### src/rtl/mdio_slave_pkg.sv
package mdio_slave_pkg;

    typedef enum logic [3:0] {
        ST_HUNT,
        ST_START,
        ST_OP_HI,
        ST_OP_LO,
        ST_PHY,
        ST_REG,
        ST_TA_RD1,
        ST_TA_RD2,
        ST_RD_DATA,
        ST_TA_WR1,
        ST_TA_WR2,
        ST_WR_DATA
    } mdio_state_e;

    localparam logic [1:0] OPC_READ  = 2'b10;
    localparam logic [1:0] OPC_WRITE = 2'b01;

endpackage

### src/rtl/mdio_regfile.sv
module mdio_regfile #(
    parameter int ADDR_W    = 5,
    parameter int DATA_W    = 16,
    parameter int HOLE_LO   = 7,
    parameter int HOLE_HI   = 15,
    parameter int BCAST_REG = 17,
    parameter int BCAST_BIT = 3,
    parameter logic [DATA_W-1:0] RESET_VAL = '0
) (
    input  logic              mdc,
    input  logic              rst,
    input  logic              wr_en,
    input  logic [ADDR_W-1:0] wr_addr,
    input  logic [DATA_W-1:0] wr_data,
    input  logic [ADDR_W-1:0] rd_addr,
    output logic [DATA_W-1:0] rd_data,
    output logic              bcast_en
);

    localparam int NREG = 1 << ADDR_W;

    logic [DATA_W-1:0] word [NREG];

    for (genvar i = 0; i < NREG; i++) begin : g_word
        if (i >= HOLE_LO && i <= HOLE_HI) begin : g_hole
            // Unimplemented slot: constant all-ones, writes dropped.
            assign word[i] = '1;
        end else begin : g_store
            logic [DATA_W-1:0] q;
            always_ff @(posedge mdc) begin
                if (rst) begin
                    q <= RESET_VAL;
                end else if (wr_en && wr_addr == ADDR_W'(i)) begin
                    q <= wr_data;
                end
            end
            assign word[i] = q;
        end
    end

    assign rd_data  = word[rd_addr];
    assign bcast_en = word[BCAST_REG][BCAST_BIT];

endmodule

### src/rtl/mdio_frame_fsm.sv
module mdio_frame_fsm
    import mdio_slave_pkg::*;
#(
    parameter int ADDR_W  = 5,
    parameter int DATA_W  = 16,
    parameter int PRE_MIN = 32
) (
    input  logic              mdc,
    input  logic              rst,
    input  logic              mdio_in,
    input  logic [ADDR_W-1:0] strap_addr,
    input  logic              bcast_en,
    input  logic [DATA_W-1:0] rd_data,
    output logic [ADDR_W-1:0] reg_addr,
    output logic              wr_en,
    output logic [DATA_W-1:0] wr_data,
    output logic              mdio_out,
    output logic              mdio_oe
);

    localparam int PRE_W = $clog2(PRE_MIN + 1);
    localparam int CNT_W = (DATA_W > ADDR_W) ? $clog2(DATA_W) : $clog2(ADDR_W);
    localparam logic [CNT_W-1:0] ADDR_LAST = CNT_W'(ADDR_W - 1);
    localparam logic [CNT_W-1:0] DATA_LAST = CNT_W'(DATA_W - 1);

    mdio_state_e       state, state_nx;
    logic [PRE_W-1:0]  pre_cnt;
    logic [CNT_W-1:0]  bit_cnt;
    logic              op_hi;
    logic              op_rd;
    logic [ADDR_W-1:0] phy_sh;
    logic [ADDR_W-1:0] reg_sh;
    logic [DATA_W-1:0] shreg;
    logic              pre_ok;
    logic              addr_hit;

    assign pre_ok   = (pre_cnt >= PRE_W'(PRE_MIN));
    assign addr_hit = bcast_en || (phy_sh == strap_addr);

    // Next-state decode
    always_comb begin
        state_nx = state;
        unique case (state)
            ST_HUNT:    if (!mdio_in && pre_ok) state_nx = ST_START;
            ST_START:   state_nx = mdio_in ? ST_OP_HI : ST_HUNT;
            ST_OP_HI:   state_nx = ST_OP_LO;
            ST_OP_LO: begin
                if ({op_hi, mdio_in} == OPC_READ || {op_hi, mdio_in} == OPC_WRITE)
                    state_nx = ST_PHY;
                else
                    state_nx = ST_HUNT;
            end
            ST_PHY:     if (bit_cnt == ADDR_LAST) state_nx = ST_REG;
            ST_REG: begin
                if (bit_cnt == ADDR_LAST) begin
                    if (!addr_hit)  state_nx = ST_HUNT;
                    else if (op_rd) state_nx = ST_TA_RD1;
                    else            state_nx = ST_TA_WR1;
                end
            end
            ST_TA_RD1:  state_nx = ST_TA_RD2;
            ST_TA_RD2:  state_nx = ST_RD_DATA;
            ST_RD_DATA: if (bit_cnt == '0) state_nx = ST_HUNT;
            ST_TA_WR1:  state_nx = mdio_in ? ST_TA_WR2 : ST_HUNT;
            ST_TA_WR2:  state_nx = mdio_in ? ST_HUNT : ST_WR_DATA;
            ST_WR_DATA: if (bit_cnt == DATA_LAST) state_nx = ST_HUNT;
            default:    state_nx = ST_HUNT;
        endcase
    end

    // State register
    always_ff @(posedge mdc) begin
        if (rst) state <= ST_HUNT;
        else     state <= state_nx;
    end

    // Frame datapath: counters and shift registers
    always_ff @(posedge mdc) begin
        if (rst) begin
            pre_cnt <= '0;
            bit_cnt <= '0;
            op_hi   <= 1'b0;
            op_rd   <= 1'b0;
            phy_sh  <= '0;
            reg_sh  <= '0;
            shreg   <= '0;
        end else begin
            if (state == ST_HUNT && mdio_in) begin
                if (!pre_ok) pre_cnt <= pre_cnt + 1'b1;
            end else begin
                pre_cnt <= '0;
            end
            unique case (state)
                ST_OP_HI: op_hi <= mdio_in;
                ST_OP_LO: begin
                    op_rd   <= op_hi & ~mdio_in;
                    bit_cnt <= '0;
                end
                ST_PHY: begin
                    phy_sh  <= {phy_sh[ADDR_W-2:0], mdio_in};
                    bit_cnt <= (bit_cnt == ADDR_LAST) ? '0 : bit_cnt + 1'b1;
                end
                ST_REG: begin
                    reg_sh  <= {reg_sh[ADDR_W-2:0], mdio_in};
                    bit_cnt <= bit_cnt + 1'b1;
                end
                ST_TA_RD1: begin
                    shreg   <= rd_data;
                    bit_cnt <= DATA_LAST;
                end
                ST_RD_DATA: bit_cnt <= bit_cnt - 1'b1;
                ST_TA_WR2:  bit_cnt <= '0;
                ST_WR_DATA: begin
                    shreg   <= {shreg[DATA_W-2:0], mdio_in};
                    bit_cnt <= bit_cnt + 1'b1;
                end
                default: ;
            endcase
        end
    end

    // Outputs
    always_comb begin
        reg_addr = reg_sh;
        wr_en    = (state == ST_WR_DATA) && (bit_cnt == DATA_LAST) && !rst;
        wr_data  = {shreg[DATA_W-2:0], mdio_in};
        mdio_oe  = (state == ST_TA_RD2) || (state == ST_RD_DATA);
        mdio_out = (state == ST_RD_DATA) ? shreg[bit_cnt] : 1'b0;
    end

endmodule

### src/rtl/mdio_mgmt_slave.sv
module mdio_mgmt_slave #(
    parameter int ADDR_W    = 5,
    parameter int DATA_W    = 16,
    parameter int PRE_MIN   = 32,
    parameter int HOLE_LO   = 7,
    parameter int HOLE_HI   = 15,
    parameter int BCAST_REG = 17,
    parameter int BCAST_BIT = 3
) (
    input  logic              mdc,
    input  logic              rst,
    input  logic [ADDR_W-1:0] strap_addr,
    input  logic              mdio_in,
    output logic              mdio_out,
    output logic              mdio_oe
);

    logic [ADDR_W-1:0] reg_addr;
    logic              wr_en;
    logic [DATA_W-1:0] wr_data;
    logic [DATA_W-1:0] rd_data;
    logic              bcast_en;

    mdio_frame_fsm #(
        .ADDR_W (ADDR_W),
        .DATA_W (DATA_W),
        .PRE_MIN(PRE_MIN)
    ) fsm_i (
        .mdc       (mdc),
        .rst       (rst),
        .mdio_in   (mdio_in),
        .strap_addr(strap_addr),
        .bcast_en  (bcast_en),
        .rd_data   (rd_data),
        .reg_addr  (reg_addr),
        .wr_en     (wr_en),
        .wr_data   (wr_data),
        .mdio_out  (mdio_out),
        .mdio_oe   (mdio_oe)
    );

    mdio_regfile #(
        .ADDR_W   (ADDR_W),
        .DATA_W   (DATA_W),
        .HOLE_LO  (HOLE_LO),
        .HOLE_HI  (HOLE_HI),
        .BCAST_REG(BCAST_REG),
        .BCAST_BIT(BCAST_BIT)
    ) regs_i (
        .mdc     (mdc),
        .rst     (rst),
        .wr_en   (wr_en),
        .wr_addr (reg_addr),
        .wr_data (wr_data),
        .rd_addr (reg_addr),
        .rd_data (rd_data),
        .bcast_en(bcast_en)
    );

endmodule

### config.mk
export PLATFORM = sky130hd
export DESIGN_NAME = mdio_mgmt_slave
export DESIGN_NICKNAME = d
export VERILOG_FILES = /design/src/rtl/mdio_slave_pkg.sv /design/src/rtl/mdio_regfile.sv /design/src/rtl/mdio_frame_fsm.sv /design/src/rtl/mdio_mgmt_slave.sv
export SDC_FILE = /design/constraint.sdc
export NUM_CORES = 1
export LEC_CHECK = 0
export ABC_CLOCK_PERIOD_IN_PS = 4210
export BUFFER_PORTS_ARGS = -buffer_cell sky130_fd_sc_hd__buf_2
export CORE_AREA = 5 5 163 205
export DETAILED_ROUTE_END_ITERATION = 16
export DIE_AREA = 0 0 168 210
export PLACE_DENSITY = 0.78
export SLEW_MARGIN = 10
export SYNTH_ARGS = -nofsm -noshare
export SYNTH_HDL_FRONTEND = slang
export SYNTH_SLANG_ARGS = --single-unit
### constraint.sdc
create_clock -name mdc -period 4.21 [get_ports mdc]
set_clock_uncertainty 0.15 [all_clocks]
set_input_delay 0.842 -clock mdc [delete_from_list [all_inputs] [get_ports mdc]]
set_output_delay 0.842 -clock mdc [all_outputs]
set_load 0.03 [all_outputs]
## Yosys cells after proc, flatten, opt, wreduce, memory -nomap -nowiden

Cells that the tools add are included.

| word-level totals | value |
|---|---|
| register bits after elaboration | 410 |
| logic and storage cells | 146 |

| operators by class | value |
|---|---|
| add/subtract/negate cells | 3 |
| order comparisons | 3 |
| equality and inequality tests | 43 |
| mux-type cells | 21 |
| bitwise gates (word level) | 4 |
| reductions and logical operators | 41 |

Operators with widths:

| cell | number |
|---|---|
| $bmux W16 S5 | 1 |
| $eq A5 B5 Y1 const B | 16 |
| $pmux W4 S12 | 1 |
| $mux W4 | 10 |
| $mux W16 | 2 |
| $pmux W16 S2 | 1 |
| $logic_and A1 B1 Y1 | 27 |
| $eq A4 B3 Y1 const B | 5 |
| $eq A4 B4 Y1 const B | 5 |
| $pmux W4 S5 | 1 |
| $eq A5 B3 Y1 const B | 3 |
| $ge A6 B6 Y1 const B | 2 |
| $eq A5 B2 Y1 const B | 2 |
| $ne A2 B1 Y1 const B | 5 |
| $eq A4 B2 Y1 const B | 2 |
| $logic_not A4 Y1 | 2 |
| $add A6 B1 Y6 const B | 1 |
| $not A5 Y6 | 1 |
| $reduce_or A2 Y1 | 3 |
| $eq A5 B1 Y1 const B | 1 |
| $eq A5 B5 Y1 | 1 |
| $logic_not A5 Y1 | 1 |
| $lt A4 B5 Y1 const B | 1 |
| $reduce_and A5 Y1 | 1 |
| 15 further kinds | 20 |

## Depth between registers and ports, before layout

| depth | value |
|---|---|
| depth after elaboration | 5 |
| depth in mapped cells | 9 |
| mapped depth without buffers | 7 |

## Modules after synthesis

From an unflattened synthesis, not the netlist that was laid out.

| unflattened totals | value |
|---|---|
| cells, all modules | 2,137 |
| area total of the unflattened synthesis | 18,592.8 µm² |

Modules (own cells, without submodules):

| module | times used | cells an instance | area each (µm²) | seq. area each (µm²) |
|---|---|---|---|---|
| mdio_regfile | 1 | 1,831 | 15,921.5 | 7,367.1 |
| mdio_frame_fsm | 1 | 306 | 2,671.3 | 840.8 |

## Least setup slack after synthesis

No wires, ideal clock.

| timing path | value |
|---|---|
| path kind | reg2out |
| start point | register fsm_i.state[3] |
| end point | output mdio_out |
| data arrival time | 1.867 ns |
| required time | 3.218 ns |
| setup slack | 1.351 ns |
| cell stages (with the launch flop) | 4 |
| buffers on the path | 1 |
| cell sequence | dfxtp_1 -> buf_2 -> or4b_2 -> a211oi_1 |

| between the ends | value |
|---|---|
| cells in the longest elaborated chain, start to end | 2 |

RTL lines:

| item | line | text |
|---|---|---|
| start: declaration | mdio_frame_fsm.sv:26 | `mdio_state_e state, state_nx;` |
| start signal: assignment | mdio_frame_fsm.sv:74 | `else state <= state_nx;` |
| $eq A4 B4 Y1 | mdio_frame_fsm.sv:128 | `mdio_out = (state == ST_RD_DATA) ? shreg[bit_cnt] : 1'b0;` |
| $mux W1 | mdio_frame_fsm.sv:128 |  |
| end: declaration | mdio_mgmt_slave.sv:14 | `output logic mdio_out,` |

Every way passes these cells.

## Worst setup path in the final report

| timing path | value |
|---|---|
| start point | register fsm_i.state[0] |
| end point | output mdio_out |

Same word-level chain as after synthesis.

==> metrics.csv <==
stage,metric,value,unit
outcome,status,finished clean,
hold_path,hold_depth,2,
placement,routabilityCongestion,0.854,
timing,rsz0062_at_grt,no,
floorplan,floorplan.initialDensity,58.9,%
synth,ys_seq_elements,410,
critical_path,crit_chain,or4b_2 > a211oi_1 > buf_2,
global_routing,grt_max_degree,275,
placement,dpl.hpwl,29900,um
floorplan,fp-row-count,73,
placement,place_worst_setup_slack,1.15,ns
layout,antenna_cells,0,
critical_path,reg2reg_slack,1.13,ns
timing,finalCriticalPeriod,3.53,ns
synth,syn_nets,2091,
global_routing,grt_pass1_vias,14610,
synth,synth_area,18500,sq um
timing,slew_headroom,2.29,%
timing,setup_slack,0.680,ns
critical_path,crit_path_top_delay_cell,or4b_2,
floorplan,die_w,168,um
power,total_leakage_power,7.28,nW
critical_path,path_class,register to output port,
timing,finalSetupTns,0,ns
global_routing,grt_overflow,0,
drt,dr_wl_met2,23300,um
critical_path,critPathCaptureType,output port,
timing,period_share,83.9,%
clocking,cts_buffer_depth,3,
clocking,cts.sinks,410,
critical_path,critPathMaxFanout,23,
critical_path,r2r-start,fsm_i.bit_cnt[0],
power,peakVddDrop,309,uV
placement,port-buffer-count,9,
clocking,hold_buffers,0,
synth,yosysWarnings,0,
synth,ys.flop_type,dfxtp_1,
synth,synth_edf_count,0,
synth,yosys.area.top_type_share,44.5,%
critical_path,reg2reg_depth,7,
clocking,cts_made_buffers,39,
clocking,cts_setup_buffers,0,
synth,syn_inst,2078,
placement,dpl_cell_area,18500,sq um
clocking,clk_latency,0.55,ns
critical_path,worstPathArrival,2.54,ns
critical_path,r2r-end,regs_i.g_word[30].g_store.q[5],
job,drv_cap,0,
floorplan,die_area,35300,sq um
synth,ys_types,61,
floorplan,core,31300,sq um
hold_path,hp-start,regs_i.g_word[22].g_store.q[12],
clocking,ctsResizeCount,0,
synth,yosys.area.top_type,dfxtp_1,
global_routing,grt_pass1_wl,78900,um
drt,drt_wl_total,49900,um
global_routing,grt_antenna_before_repair,0,
drt,vias,15213,
hold_path,worst_hold_path_type,register to register,
layout,area_growth,7.75,%
global_routing,grt_use_total,27.4,%
layout,final_common_cell,nand2_1,
layout,layout_common_cells,"nand2_1, dfxtp_1, a21oi_1, mux2i_1, nor2_1",
synth,avgSynthCellArea,8.88,sq um
synth,ys_seq_area_share,44.5,%
timing,hold_viol,0,
timing,timing.final.max_slew_violations,0,
layout,final_cell_area,19900,sq um
clocking,h-tree-depth,2,
drt,routedWlPerCell,20.8,um
timing,worst_pin_slew,1.47,ns
layout,utilization,63.5,%
floorplan,die_h,210,um
floorplan,io_pins,10,
drt,via_per_inst,6.33,
drt,top_layer,met4,
clocking,cts_tree,built,
hold_path,min_delay_worst_endpoint,regs_i.g_word[22].g_store.q[12],
timing,clock.fmax,283,MHz
layout,final_nets,1975,
drt,wl_met3,4250,um
drt,wl_met1,19600,um
drt,first_pass_iters,9,
power,design_power_total,7.80,mW
drt,drtIter0Drc,2045,
drt,drc,0,
synth,ys_async_sr_fraction,0,%
clocking,ctsRootBufferMaster,clkbuf_16,
timing,setup_viol,0,
layout,fillers,2494,
clocking,path_clk_slew,0.06,ns
critical_path,required,3.22,ns
power,power_density,392,nW/um^2
drt,antenna_left,0,
layout,layout-drive-gt1-share,12.0,%
synth,synthTopCellsByArea,"dfxtp_1, nand2_1, mux2i_1",
critical_path,cp-start-kind,register,
critical_path,slowest_delay,0.87,ns
## registers in the layout (all words and copies together), names as in the netlist
name and cells:
fsm_i.op_hi 1, fsm_i.pre_cnt 6, fsm_i.state 4, regs_i.g_word.g_store.q 368, fsm_i.shreg 16, fsm_i.phy_sh 5, fsm_i.reg_addr 5, fsm_i.op_rd 1
fsm_i.bit_cnt 4
## Yosys cell counts, types with 3 or more instances
master,count
a31oi_1,5
and3_1,14
a211oi_1,20
a22o_1,16
a22oi_1,18
buf_1,8
nand2b_1,7
o22ai_1,17
o221ai_1,19
nor3_1,7
dfxtp_1,410
ha_1,5
mux2i_1,156
nand3_1,50
clkbuf_1,129
a21oi_1,273
o21ai_0,10
inv_1,11
and2_1,7
xor2_1,8
mux4_2,67
o32ai_1,17
clkbuf_2,4
nor2_1,141
mux2_2,27
buf_2,57
nor3b_1,3
nand2_1,503
nand4_4,6
buf_4,11
xnor2_1,4
nor2b_1,8
a32o_1,3
## cell families after synthesis
group	synth area share [%]
adder cells (fa/ha/maj)	0.339
multiplexers	18.3
XOR/XNOR	0.569
AND/OR/NAND/NOR	17.8
flip-flops	44.5
buffers and inverters	5.23
AO/OA/AOI/OAI	13.3
## worst max-delay path, delay by kind of cell (launching register included)
family / cells / cell delay (ns)
buffers and inverters: 1 / 0.26
AO/OA/AOI/OAI: 1 / 0.28
flip-flops: 1 / 0.58
AND/OR/NAND/NOR: 1 / 0.87
## cell type report
| type | count | area (sq um) | share of cell area, % |
|---|---|---|---|
| Clock buffer | 55 | 1210 | 6.07 |
| Clock inverter | 16 | 203 | 1.02 |
| Inverter | 11 | 41.3 | 0.208 |
| Multi-Input combinational cell | 1446 | 9310 | 46.8 |
| Sequential cell | 410 | 8220 | 41.3 |
| Tap cell | 412 | 515 | 2.59 |
| Timing Repair Buffer | 54 | 405 | 2.04 |
## how the worst max path moves through the flow
stage	cells after the start	slack (ns)	from	to
finish	3	0.68	fsm_i.state[0]	mdio_out
global route	3	0.64	fsm_i.state[0]	mdio_out
CTS	3	0.72	fsm_i.state[0]	mdio_out
detailed placement	6	1.15	rst	regs_i.g_word[30].g_store.q[5]
global placement	6	1.21	rst	fsm_i.shreg[7]
floorplan	3	1.35	fsm_i.state[3]	mdio_out
## report_power, final
group          internal [mW]  switching (mW)
Combinational         0.0255          0.0902
Sequential              3.88          0.0215
Clock                   2.26            1.52
Total                   6.16            1.63
## routing by layer
| layer | GRT usage, % | vias to the layer above |
|---|---|---|
| met1 | 36.0 | 7365 |
| met4 | 14.0 | 0 |
| met2 | 44.1 | 743 |
| met5 | 0 | - |
| met3 | 4.30 | 159 |
| li1 | - | 6946 |
## metrics by stage
| stage | instances | hold slack [ns] |
|---|---|---|
| final | 2404 | 0.297 |
| after CTS | 2404 | 0.300 |
| after global routing | 2404 | 0.313 |
| after global placement | 2333 | 0.284 |
| after floorplan | 2078 | 0.278 |
| after detailed placement | 2333 | 0.291 |
No activity file was read; power rests on OpenSTA's default activity.
